$ cat src/rtl/hsb_pkg.sv
package hsb_pkg;
  typedef enum logic [1:0] {
    ST_IDLE  = 2'd0,
    ST_BEAT  = 2'd1,
    ST_GAP   = 2'd2,
    ST_GRANT = 2'd3
  } hsb_state_e;
endpackage

$ cat src/rtl/hsb_addr_ctr.sv
module hsb_addr_ctr #(
  parameter int AW = 8
) (
  input  logic          clk_i,
  input  logic          rst_ni,
  input  logic          load_i,
  input  logic [AW-1:0] addr_i,
  input  logic          step_i,
  output logic [AW-1:0] addr_o
);
  logic [AW-1:0] addr_q;

  always_ff @(posedge clk_i or negedge rst_ni) begin
    if (!rst_ni)     addr_q <= '0;
    else if (load_i) addr_q <= addr_i;
    else if (step_i) addr_q <= addr_q + 1'b1;  // wraps mod 2^AW
  end

  assign addr_o = addr_q;
endmodule

$ cat src/rtl/hsb_seq.sv
module hsb_seq
  import hsb_pkg::*;
#(
  parameter int WAIT_W = 4,
  parameter int IDLE_W = 4
) (
  input  logic              clk_i,
  input  logic              rst_ni,
  input  logic              start_i,
  input  logic              burst_i,
  input  logic              boff_i,
  input  logic              hreq_i,
  input  logic              cfg_slow_i,
  input  logic [WAIT_W-1:0] cfg_wait_i,
  input  logic [IDLE_W-1:0] cfg_idle_i,
  output logic              load_o,
  output logic              access_o,
  output logic              step_o,
  output logic              flush_o,
  output logic              ready_o,
  output logic              grant_o,
  output logic              abort_o
);
  localparam int CNT_W = (WAIT_W > IDLE_W) ? WAIT_W : IDLE_W;

  hsb_state_e       state_q, state_d;
  logic [CNT_W-1:0] cnt_q, cnt_d, wait_ld, idle_ld;
  logic             abort_q, in_beat;

  assign wait_ld  = cfg_slow_i ? CNT_W'(cfg_wait_i) : '0;
  assign idle_ld  = CNT_W'(cfg_idle_i);
  assign in_beat  = (state_q == ST_BEAT);
  assign access_o = in_beat && (cnt_q == '0) && !boff_i;
  assign flush_o  = in_beat && boff_i;
  assign step_o   = access_o && burst_i;
  assign load_o   = (state_q == ST_IDLE) && start_i;
  assign ready_o  = (state_q == ST_IDLE);
  assign grant_o  = (state_q == ST_GRANT);
  assign abort_o  = abort_q;

  always_comb begin
    state_d = state_q;
    cnt_d   = cnt_q;
    unique case (state_q)
      ST_IDLE: if (start_i) begin
        state_d = ST_BEAT;
        cnt_d   = wait_ld;
      end
      ST_BEAT: begin
        if (boff_i)              state_d = ST_GRANT;
        else if (cnt_q != '0)    cnt_d   = cnt_q - 1'b1;
        else if (burst_i)        cnt_d   = wait_ld;
        else if (idle_ld != '0) begin
          state_d = ST_GAP;
          cnt_d   = idle_ld;
        end else                 state_d = ST_IDLE;
      end
      ST_GAP: begin
        if (cnt_q <= 1)          state_d = ST_IDLE;
        else                     cnt_d   = cnt_q - 1'b1;
      end
      ST_GRANT: if (!hreq_i)     state_d = ST_IDLE;
      default:                   state_d = ST_IDLE;
    endcase
  end

  always_ff @(posedge clk_i or negedge rst_ni) begin
    if (!rst_ni) begin
      state_q <= ST_IDLE;
      cnt_q   <= '0;
      abort_q <= 1'b0;
    end else begin
      state_q <= state_d;
      cnt_q   <= cnt_d;
      abort_q <= flush_o;
    end
  end
endmodule

$ cat src/rtl/hsb_rd_pipe.sv
module hsb_rd_pipe #(
  parameter int DW       = 32,
  parameter int MAX_PIPE = 4,
  parameter int PIPE_W   = 3
) (
  input  logic              clk_i,
  input  logic              rst_ni,
  input  logic              issue_i,
  input  logic              flush_i,
  input  logic [PIPE_W-1:0] depth_i,
  input  logic [DW-1:0]     mem_rdata_i,
  output logic              rvalid_o,
  output logic [DW-1:0]     rdata_o
);
  logic [MAX_PIPE-1:0] v_q;
  logic [DW-1:0]       d_q [MAX_PIPE-1];
  logic [DW-1:0]       tap [MAX_PIPE];

  always_ff @(posedge clk_i or negedge rst_ni) begin
    if (!rst_ni) v_q <= '0;
    else if (flush_i) v_q <= '0;
    else v_q <= {v_q[MAX_PIPE-2:0], issue_i};
  end

  // data stages follow the valid chain; no reset needed
  for (genvar j = 0; j < MAX_PIPE - 1; j++) begin : g_stage
    if (j == 0) begin : g_first
      always_ff @(posedge clk_i) d_q[0] <= mem_rdata_i;
    end else begin : g_next
      always_ff @(posedge clk_i) d_q[j] <= d_q[j-1];
    end
  end

  always_comb begin
    tap[0] = mem_rdata_i;
    for (int k = 1; k < MAX_PIPE; k++) tap[k] = d_q[k-1];
    rvalid_o = 1'b0;
    rdata_o  = '0;
    for (int k = 0; k < MAX_PIPE; k++) begin
      if (depth_i == PIPE_W'(k + 1)) begin
        rvalid_o = v_q[k];
        rdata_o  = tap[k];
      end
    end
  end
endmodule

$ cat src/rtl/hsb_slave.sv
module hsb_slave #(
  parameter int AW       = 8,
  parameter int DW       = 32,
  parameter int MAX_PIPE = 4,
  parameter int WAIT_W   = 4,
  parameter int IDLE_W   = 4,
  localparam int PIPE_W  = $clog2(MAX_PIPE + 1)
) (
  input  logic              clk_i,
  input  logic              rst_ni,
  input  logic              cfg_slow_i,
  input  logic [PIPE_W-1:0] cfg_pipe_i,
  input  logic [WAIT_W-1:0] cfg_wait_i,
  input  logic [IDLE_W-1:0] cfg_idle_i,
  input  logic              start_i,
  input  logic [AW-1:0]     addr_i,
  input  logic              wr_i,
  input  logic              burst_i,
  input  logic [DW-1:0]     wdata_i,
  input  logic              boff_i,
  input  logic              hreq_i,
  output logic              ready_o,
  output logic              rvalid_o,
  output logic [DW-1:0]     rdata_o,
  output logic              abort_o,
  output logic              hbg_o,
  output logic              mem_req_o,
  output logic              mem_we_o,
  output logic [AW-1:0]     mem_addr_o,
  output logic [DW-1:0]     mem_wdata_o,
  input  logic [DW-1:0]     mem_rdata_i
);
  logic              load, access, step, flush, wr_q;
  logic [PIPE_W-1:0] depth_eff;

  hsb_seq #(.WAIT_W(WAIT_W), .IDLE_W(IDLE_W)) u_seq (
    .clk_i, .rst_ni, .start_i, .burst_i, .boff_i, .hreq_i,
    .cfg_slow_i, .cfg_wait_i, .cfg_idle_i,
    .load_o(load), .access_o(access), .step_o(step), .flush_o(flush),
    .ready_o, .grant_o(hbg_o), .abort_o
  );

  hsb_addr_ctr #(.AW(AW)) u_addr (
    .clk_i, .rst_ni, .load_i(load), .addr_i, .step_i(step), .addr_o(mem_addr_o)
  );

  always_ff @(posedge clk_i or negedge rst_ni) begin
    if (!rst_ni)   wr_q <= 1'b0;
    else if (load) wr_q <= wr_i;
  end

  always_comb begin
    if (cfg_slow_i || cfg_pipe_i == '0)       depth_eff = PIPE_W'(1);
    else if (cfg_pipe_i > PIPE_W'(MAX_PIPE))  depth_eff = PIPE_W'(MAX_PIPE);
    else                                      depth_eff = cfg_pipe_i;
  end

  assign mem_req_o   = access;
  assign mem_we_o    = wr_q;
  assign mem_wdata_o = wdata_i;

  hsb_rd_pipe #(.DW(DW), .MAX_PIPE(MAX_PIPE), .PIPE_W(PIPE_W)) u_rd (
    .clk_i, .rst_ni, .issue_i(access && !wr_q), .flush_i(flush),
    .depth_i(depth_eff), .mem_rdata_i, .rvalid_o, .rdata_o
  );
endmodule

$ cat config.mk
export PLATFORM = sky130hd
export DESIGN_NAME = hsb_slave
export DESIGN_NICKNAME = d
export VERILOG_FILES = /design/src/rtl/hsb_pkg.sv /design/src/rtl/hsb_addr_ctr.sv /design/src/rtl/hsb_seq.sv /design/src/rtl/hsb_rd_pipe.sv /design/src/rtl/hsb_slave.sv
export SDC_FILE = /design/constraint.sdc
export NUM_CORES = 1
export LEC_CHECK = 0
export ABC_AREA = 1
export BUFFER_PORTS_ARGS = -buffer_cell sky130_fd_sc_hd__buf_2
export CORE_MARGIN = 4
export CORE_UTILIZATION = 52
export CTS_CLUSTER_DIAMETER = 120
export CTS_CLUSTER_SIZE = 30
export DETAILED_ROUTE_END_ITERATION = 10
export GPL_ROUTABILITY_DRIVEN = 0
export GPL_TIMING_DRIVEN = 1
export PLACE_DENSITY = 0.84
export RECOVER_POWER = 25
export SETUP_SLACK_MARGIN = 0.2
export SYNTH_ARGS = -nofsm -noshare
export SYNTH_HDL_FRONTEND = slang
export SYNTH_SLANG_ARGS = --single-unit
$ cat constraint.sdc
create_clock -name clk_i -period 3.8 [get_ports clk_i]
set_input_delay 0.95 -clock clk_i [delete_from_list [all_inputs] [get_ports clk_i]]
set_output_delay 0.95 -clock clk_i [all_outputs]
set_load 0.03 [all_outputs]
==> Word level (Yosys, flattened, before mapping) <==
Memory sizes are Yosys's and may differ from the RTL's.
Index checks and enable logic that the tools add are counted.
{ "op_classes": {"eq_ne": 15, "muxes": 29, "add_sub_neg": 2, "reduce_logical": 18, "n_lt_le_gt_ge": 2} }
{ "op_table": {"columns": ["op", "count"], "rows": [
  ["$mux 32", 4],
  ["$mux 4", 8],
  ["$mux 8", 2],
  ["$mux 2", 7],
  ["$pmux 4 s3", 1],
  ["$reduce_and 5->1", 2],
  ["$add 8x1->8 const B", 1],
  ["$ne 2x2->1 const B", 4],
  ["$pmux 2 s4", 1],
  ["$reduce_bool 4->1", 2],
  ["$eq 3x2->1 const B", 2],
  ["$logic_and 1x1->1", 6],
  ["$mux 3", 2],
  ["$ne 3x3->1 const B", 2],
  ["$eq 2x2->1 const B", 2],
  ["$le 4x1->1 const B", 1],
  ["$logic_not 4->1", 1],
  ["$mux 1", 4],
  ["$ne 4x4->1 const B", 1],
  ["$sub 4x1->4 const B", 1],
  ["$eq 3x1->1 const B", 1],
  ["$eq 3x3->1 const B", 1],
  ["$gt 3x3->1 const B", 1],
  ["$logic_not 3->1", 1],
  ["other kinds (7)", 8]
]} }
{ "totals": {"reg_bits": 20, "inputBits": 91, "mem_count": 1, "ram_bits": 96, "elab_cells": 73, "output_inout_bits": 78} }
{ "mem_list": {"columns": ["name", "words", "word_bits", "rd", "rd_ports_with_merged_regs", "wr", "line_no", "source"], "rows": [
  ["u_rd.d_q", 3, 32, 3, 0, 3, "hsb_rd_pipe.sv:16", "logic [DW-1:0] d_q [MAX_PIPE-1];"]
]} }

==> Longest topological paths before layout <==
{ "logic_depth": {"word_depth": 8, "depth_mapped": 11, "ltp_nobuf": 11} }

==> Hierarchy <==
From an unflattened synthesis, not the netlist that was laid out.
{ "hier_totals": {"hier_cells": 536, "hier_area_um2": 4810.9} }
{ "by_module_without_submodules": {"columns": ["mod", "area_per_inst_um2", "n_inst", "cells_each", "seq_area_each_um2"], "rows": [
  ["hsb_rd_pipe", 3205.6, 1, 311, 2021.9],
  ["hsb_seq", 785.8, 1, 116, 175.2],
  ["hsb_addr_ctr", 499.2, 1, 62, 200.2],
  ["hsb_slave", 320.3, 1, 47, 25.0]
]} }

==> Least setup slack after synthesis <==
No wires, ideal clock.
{ "synth_timing": {"path_type": "input to output", "start": "input port cfg_slow_i", "end": "output port rdata_o[10]", "path_stages": 6, "required_time_ns": 2.850, "path_slack_ns": 0.906, "n_path_buf": 2, "arrival_ns": 1.944, "path_cell_list": "buf_6 nor2_2 nor2_2 clkbuf_1 nand2_1 nand4_1"} }
{ "synth_between": {"elab_chain_cells": 7, "elab_cells_between_ends": 10, "cone_classes": "4 x eq/ne; 5 x mux; 1 x reduce/logical"} }
{ "synth_rtl": {"columns": ["item", "line_no", "source"], "rows": [
  ["start: declaration", "hsb_slave.sv:11", "input logic cfg_slow_i,"],
  ["$logic_or 1x1->1 (*)", "hsb_slave.sv:53", "if (cfg_slow_i || cfg_pipe_i == '0) depth_eff = PIPE_W'(1);"],
  ["$mux 3 (*)", "hsb_slave.sv:53", null],
  ["$eq 3x1->1", "hsb_rd_pipe.sv:40", "if (depth_i == PIPE_W'(k + 1)) begin"],
  ["$mux 32 (3 in series)", "hsb_rd_pipe.sv:40", null],
  ["$mux 32 (*)", "hsb_rd_pipe.sv:40", null],
  ["end: declaration", "hsb_slave.sv:24", "output logic [DW-1:0] rdata_o,"]
]} }
Mark *: on every way between the ends. The rest lies on a longest branch, timed or not.

==> Final worst setup path <==
{ "layout_timing": {"start": "input port cfg_slow_i", "end": "output port rdata_o[4]"} }
The elaborated chain is that of the path after synthesis.

==> implementation parameters <==
Parameter                              Value

Drt
  Drt wl/cell ... 13.1 um
  Total via count in the routed design ... between 3k and 4k
  Number of design rule violations left after detail routing ... 0
  Final wirelength ... between 9000 and 10000 um
  Post-DR vias/cell ... ~5
  DRT antenna net count ... 0
  1st-pass router iterations ... 6
  First DRT Iteration DRCs ... approximately 90

Synth
  Xor-xnor portion of the synthesized cell area ... less than 1%
  Commonest register cell after synthesis ... dfxtp_1
  Area share of the leading cell type in the synthesized netlist ... between 40% and 50%
  Area fraction in and, or, nand and nor cells after synthesis ... between 30 and 40%
  Yosys warns ... 0
  Gate count after technology mapping ... roughly 540
  Syn Area/Cell ... about 8.3 sq um
  Share of the synthesized area in compound gates (AO/OA/AOI/OAI) ... roughly 2.7%
  Post-synthesis instance area ... roughly 4400 sq um
  Ranking of synthesized cells by area ... dfxtp_1, nand2_1, dfrtp_1
  Synthesized netlist net count ... 634
  Unique masters post-synth ... 27
  Dominant combinational cell family by area after synthesis ... simple AND/OR/NAND/NOR gates
  Post-synthesis sequential element count ... between 100 and 150
  Proportion of register bits with asynchronous set or reset after synthesis ... 17.2%
  Cell type with the largest total area after synthesis ... dfxtp_1
  Adder and majority gate portion of the synthesized area ... 1.98%
  Mux contribution to synthesized area ... 0%
  Sequential cell area fraction in the yosys report ... 54.7%
  Number of enable-type register cells in the synthesized netlist ... 0

Final layout
  Commonest cells after routing, fill and taps aside ... nand2_1, buf_2, dfxtp_1
  Share of final-layout standard cells stronger than drive strength 1 ... about 25%
  Net total in the final layout ... around 710
  Syn-to-layout area delta ... 20.7%
  Antenna diode instance count ... 0
  Leading cell type in the layout, fill and taps excluded ... nand2_1

Worst setup path
  Crit path launch type ... input port
  Endpoint required time on the critical path ... roughly 2.9 ns
  R2r endpoint ... u_addr.addr_o[5]$_DFFE_PN0P_
  Worst path top cell family by delay ... buffers and inverters
  Peak per-stage delay on the critical path ... approximately 0.37 ns
  Start of the worst register-to-register path ... u_seq.state_q[0]$_DFFE_PN0P_
  Master of the slowest instance on the critical path ... nor2_4
  Number of cells traversed by the worst register-to-register path ... 8
  Category of the critical setup timing path ... input port to output pin
  Crit path launch ... cfg_slow_i
  Reg2Reg Setup Slack ... 2.00 ns
  Crit end category ... output pin
  CP Data Arrival Time ... 2.31 ns
  Critical path depth ... 7
  Crit path buffers/inverters ... 3
  Critical-path maximum fanout ... 19
  Critical path cell sequence ... buf_2 > nor2_4 > nor2_4 > buf_4 > nand2_1 > nand4_1 > buf_2

STA
  Share of the clock period used by the worst path after layout ... between 80% and 90%
  Worst hold margin ... roughly 0.34 ns
  Final Slew Violations ... 0
  Actual transition at the worst max-transition pin ... approximately 0.58 ns
  Setup tns final ... 0 ns
  Number of hold violations in the final report ... 0
  Fmax ... 306 MHz
  Unrepaired setup endpoints after global routing ... false
  Tmin final ... 3.26 ns
  Final setup vio count ... 0
  Largest clock skew in the final design ... 0.00711 ns
  Rel. slew slack ... 61.0%

Floorplan
  Core Box Area ... 8260 sq um
  Initial core utilization ... about 54%
  Die outline area ... between 10000 and 15000 sq um
  Boundary pin count ... roughly 170
  DIE WIDTH ... between 100 and 150 um
  Chip height ... about 100 um
  Row Count ... 33

Min path
  Capture endpoint of the worst hold path ... u_rd.d_q[0][62]$_DFF_P_
  Hold Path Origin ... u_rd.d_q[0][30]$_DFF_P_
  Class of the worst hold path ... register to register
  Worst Hold Path Cells ... 0

Status
  Result of the run ... finished, final reports clean

Pwr
  Static leakage ... between 2 and 3 nW
  Maximum vdd ir drop ... between 0.4 and 0.5 mV
  Power Density ... approximately 740 nW/um^2

Clock tree
  Clock transition time at the flip-flop clock pins of the worst setup and hold paths ... around 0.060 ns
  Clock sink total ... 116
  H-Tree Depth ... 4
  Clk Tree Root Cell ... clkbuf_8
  Number of buffers created by CTS ... 17
  Clock latency reported for the late side of the worst-skew pair ... 0.50 ns
  CTS tree ... yes
  Maximum count of clock buffers along a single path ... 2

Global route
  Remaining global-route overflow ... 0
  First-pass GRT wire length ... 16300 um
  Vias in the first global route ... roughly 3.7k
  Total global routing track utilization ... 20.2%
  Largest net degree at the start of global routing ... 34
  Initial antenna violation count ... 1

Place
  HPWL reported at the end of detailed placement ... between 6000 and 7000 um
  PortBufs ... between 100 and 150

Flow run
  Maximum Capacitance Violations ... 0
## final cells by class
| type | count | area (sq um) |
|---|---|---|
| Inverter | 37 | 141 |
| Multi-Input combinational cell | 336 | 1550 |
| Clock buffer | 18 | 418 |
| Clock inverter | 14 | 123 |
| Tap cell | 105 | 131 |
| Sequential cell | 116 | 2420 |
| Timing Repair Buffer | 108 | 551 |
| Fill cell | 708 | 2920 |
## metrics by stage
step / worst slack [ns] / total power (W) / cell area [sq um] / cells / util (%)
finish: 0.535 / 0.00395 / 5340 / 734 / 64.7
global route: 0.380 / 0.00419 / 5340 / 734 / 64.7
CTS: 0.255 / 0.00397 / 5340 / 734 / 64.6
detailed placement: 0.252 / 0.00257 / 4790 / 702 / 58.1
global placement: 0.404 / 0.00252 / 4790 / 702 / 58.1
floorplan: 0.906 / 0.00234 / 4430 / 536 / -
## power breakdown
part           switching [W]  internal, W  total, W
sequential          0.000107      0.00136   0.00147
clock               0.000583     0.000818   0.00140
combinational       0.000727     0.000354   0.00108
## flip-flops by register name, summed over array words and instances (netlist names)
signal         count
u_addr.addr_o      8
u_seq.state_q      2
u_seq.abort_o      1
u_rd.d_q          96
u_rd.v_q           4
u_seq.cnt_q        4
mem_we_o           1
## worst reg2reg max path, stage by stage, from the launching register on
cell	delay, ns
dfrtp_1	0.40
inv_1	0.10
ha_1	0.20
nand2_1	0.36
or2_2	0.42
nand2_1	0.07
nand2_1	0.04
nand2_1	0.06
inv_1	0.05
## worst max-delay path by stage
stage                       end  slack (ns)
floorplan           rdata_o[10]        0.91
global placement     rdata_o[0]        0.40
detailed placement   rdata_o[4]        0.25
CTS                  rdata_o[4]        0.25
global route         rdata_o[8]        0.38
finish               rdata_o[4]        0.54
## cells by family (layout without fill, tap and decap cells)
logic type | after synthesis | after routing
fa+ha+maj | 7 | 7
simple gates | 306 | 306
xor+xnor | 1 | 1
flops | 116 | 116
compound gates | 22 | 22
buf+inv | 84 | 177
## per-layer routing
| layer | vias to the layer above | global-route usage [%] | routed length, um |
|---|---|---|---|
| li1 | 1833 | - | - |
| met2 | 119 | 33.1 | 4570 |
| met4 | 2 | 7.77 | 126 |
| met5 | - | 0 | 18 |
| met1 | 1708 | 24.0 | 4130 |
| met3 | 21 | 7.85 | 739 |
## cells in the mapped netlist (2+ instances only)
| cell type | number |
|---|---|
| a21oi_1 | 10 |
| a22oi_1 | 2 |
| buf_2 | 7 |
| buf_4 | 32 |
| clkbuf_1 | 7 |
| dfrtp_1 | 20 |
| dfxtp_1 | 96 |
| ha_1 | 7 |
| inv_1 | 35 |
| nand2_1 | 211 |
| nand2_2 | 3 |
| nand2_4 | 2 |
| nand3_1 | 16 |
| nand4_1 | 36 |
| nor2_1 | 26 |
| nor2_2 | 3 |
| nor2_4 | 3 |
| nor3_1 | 2 |
| o21ai_0 | 9 |
| or2_2 | 2 |
## timing repair
item / CTS / global route
setup buffers: 0 / 0
hold buffers: 0 / 0
hold endpoints to repair: 0 / 0
gates resized for setup: 0 / 1
endpoints found under the setup margin: 0 / 19
No activity file was read; power rests on OpenSTA's default activity.
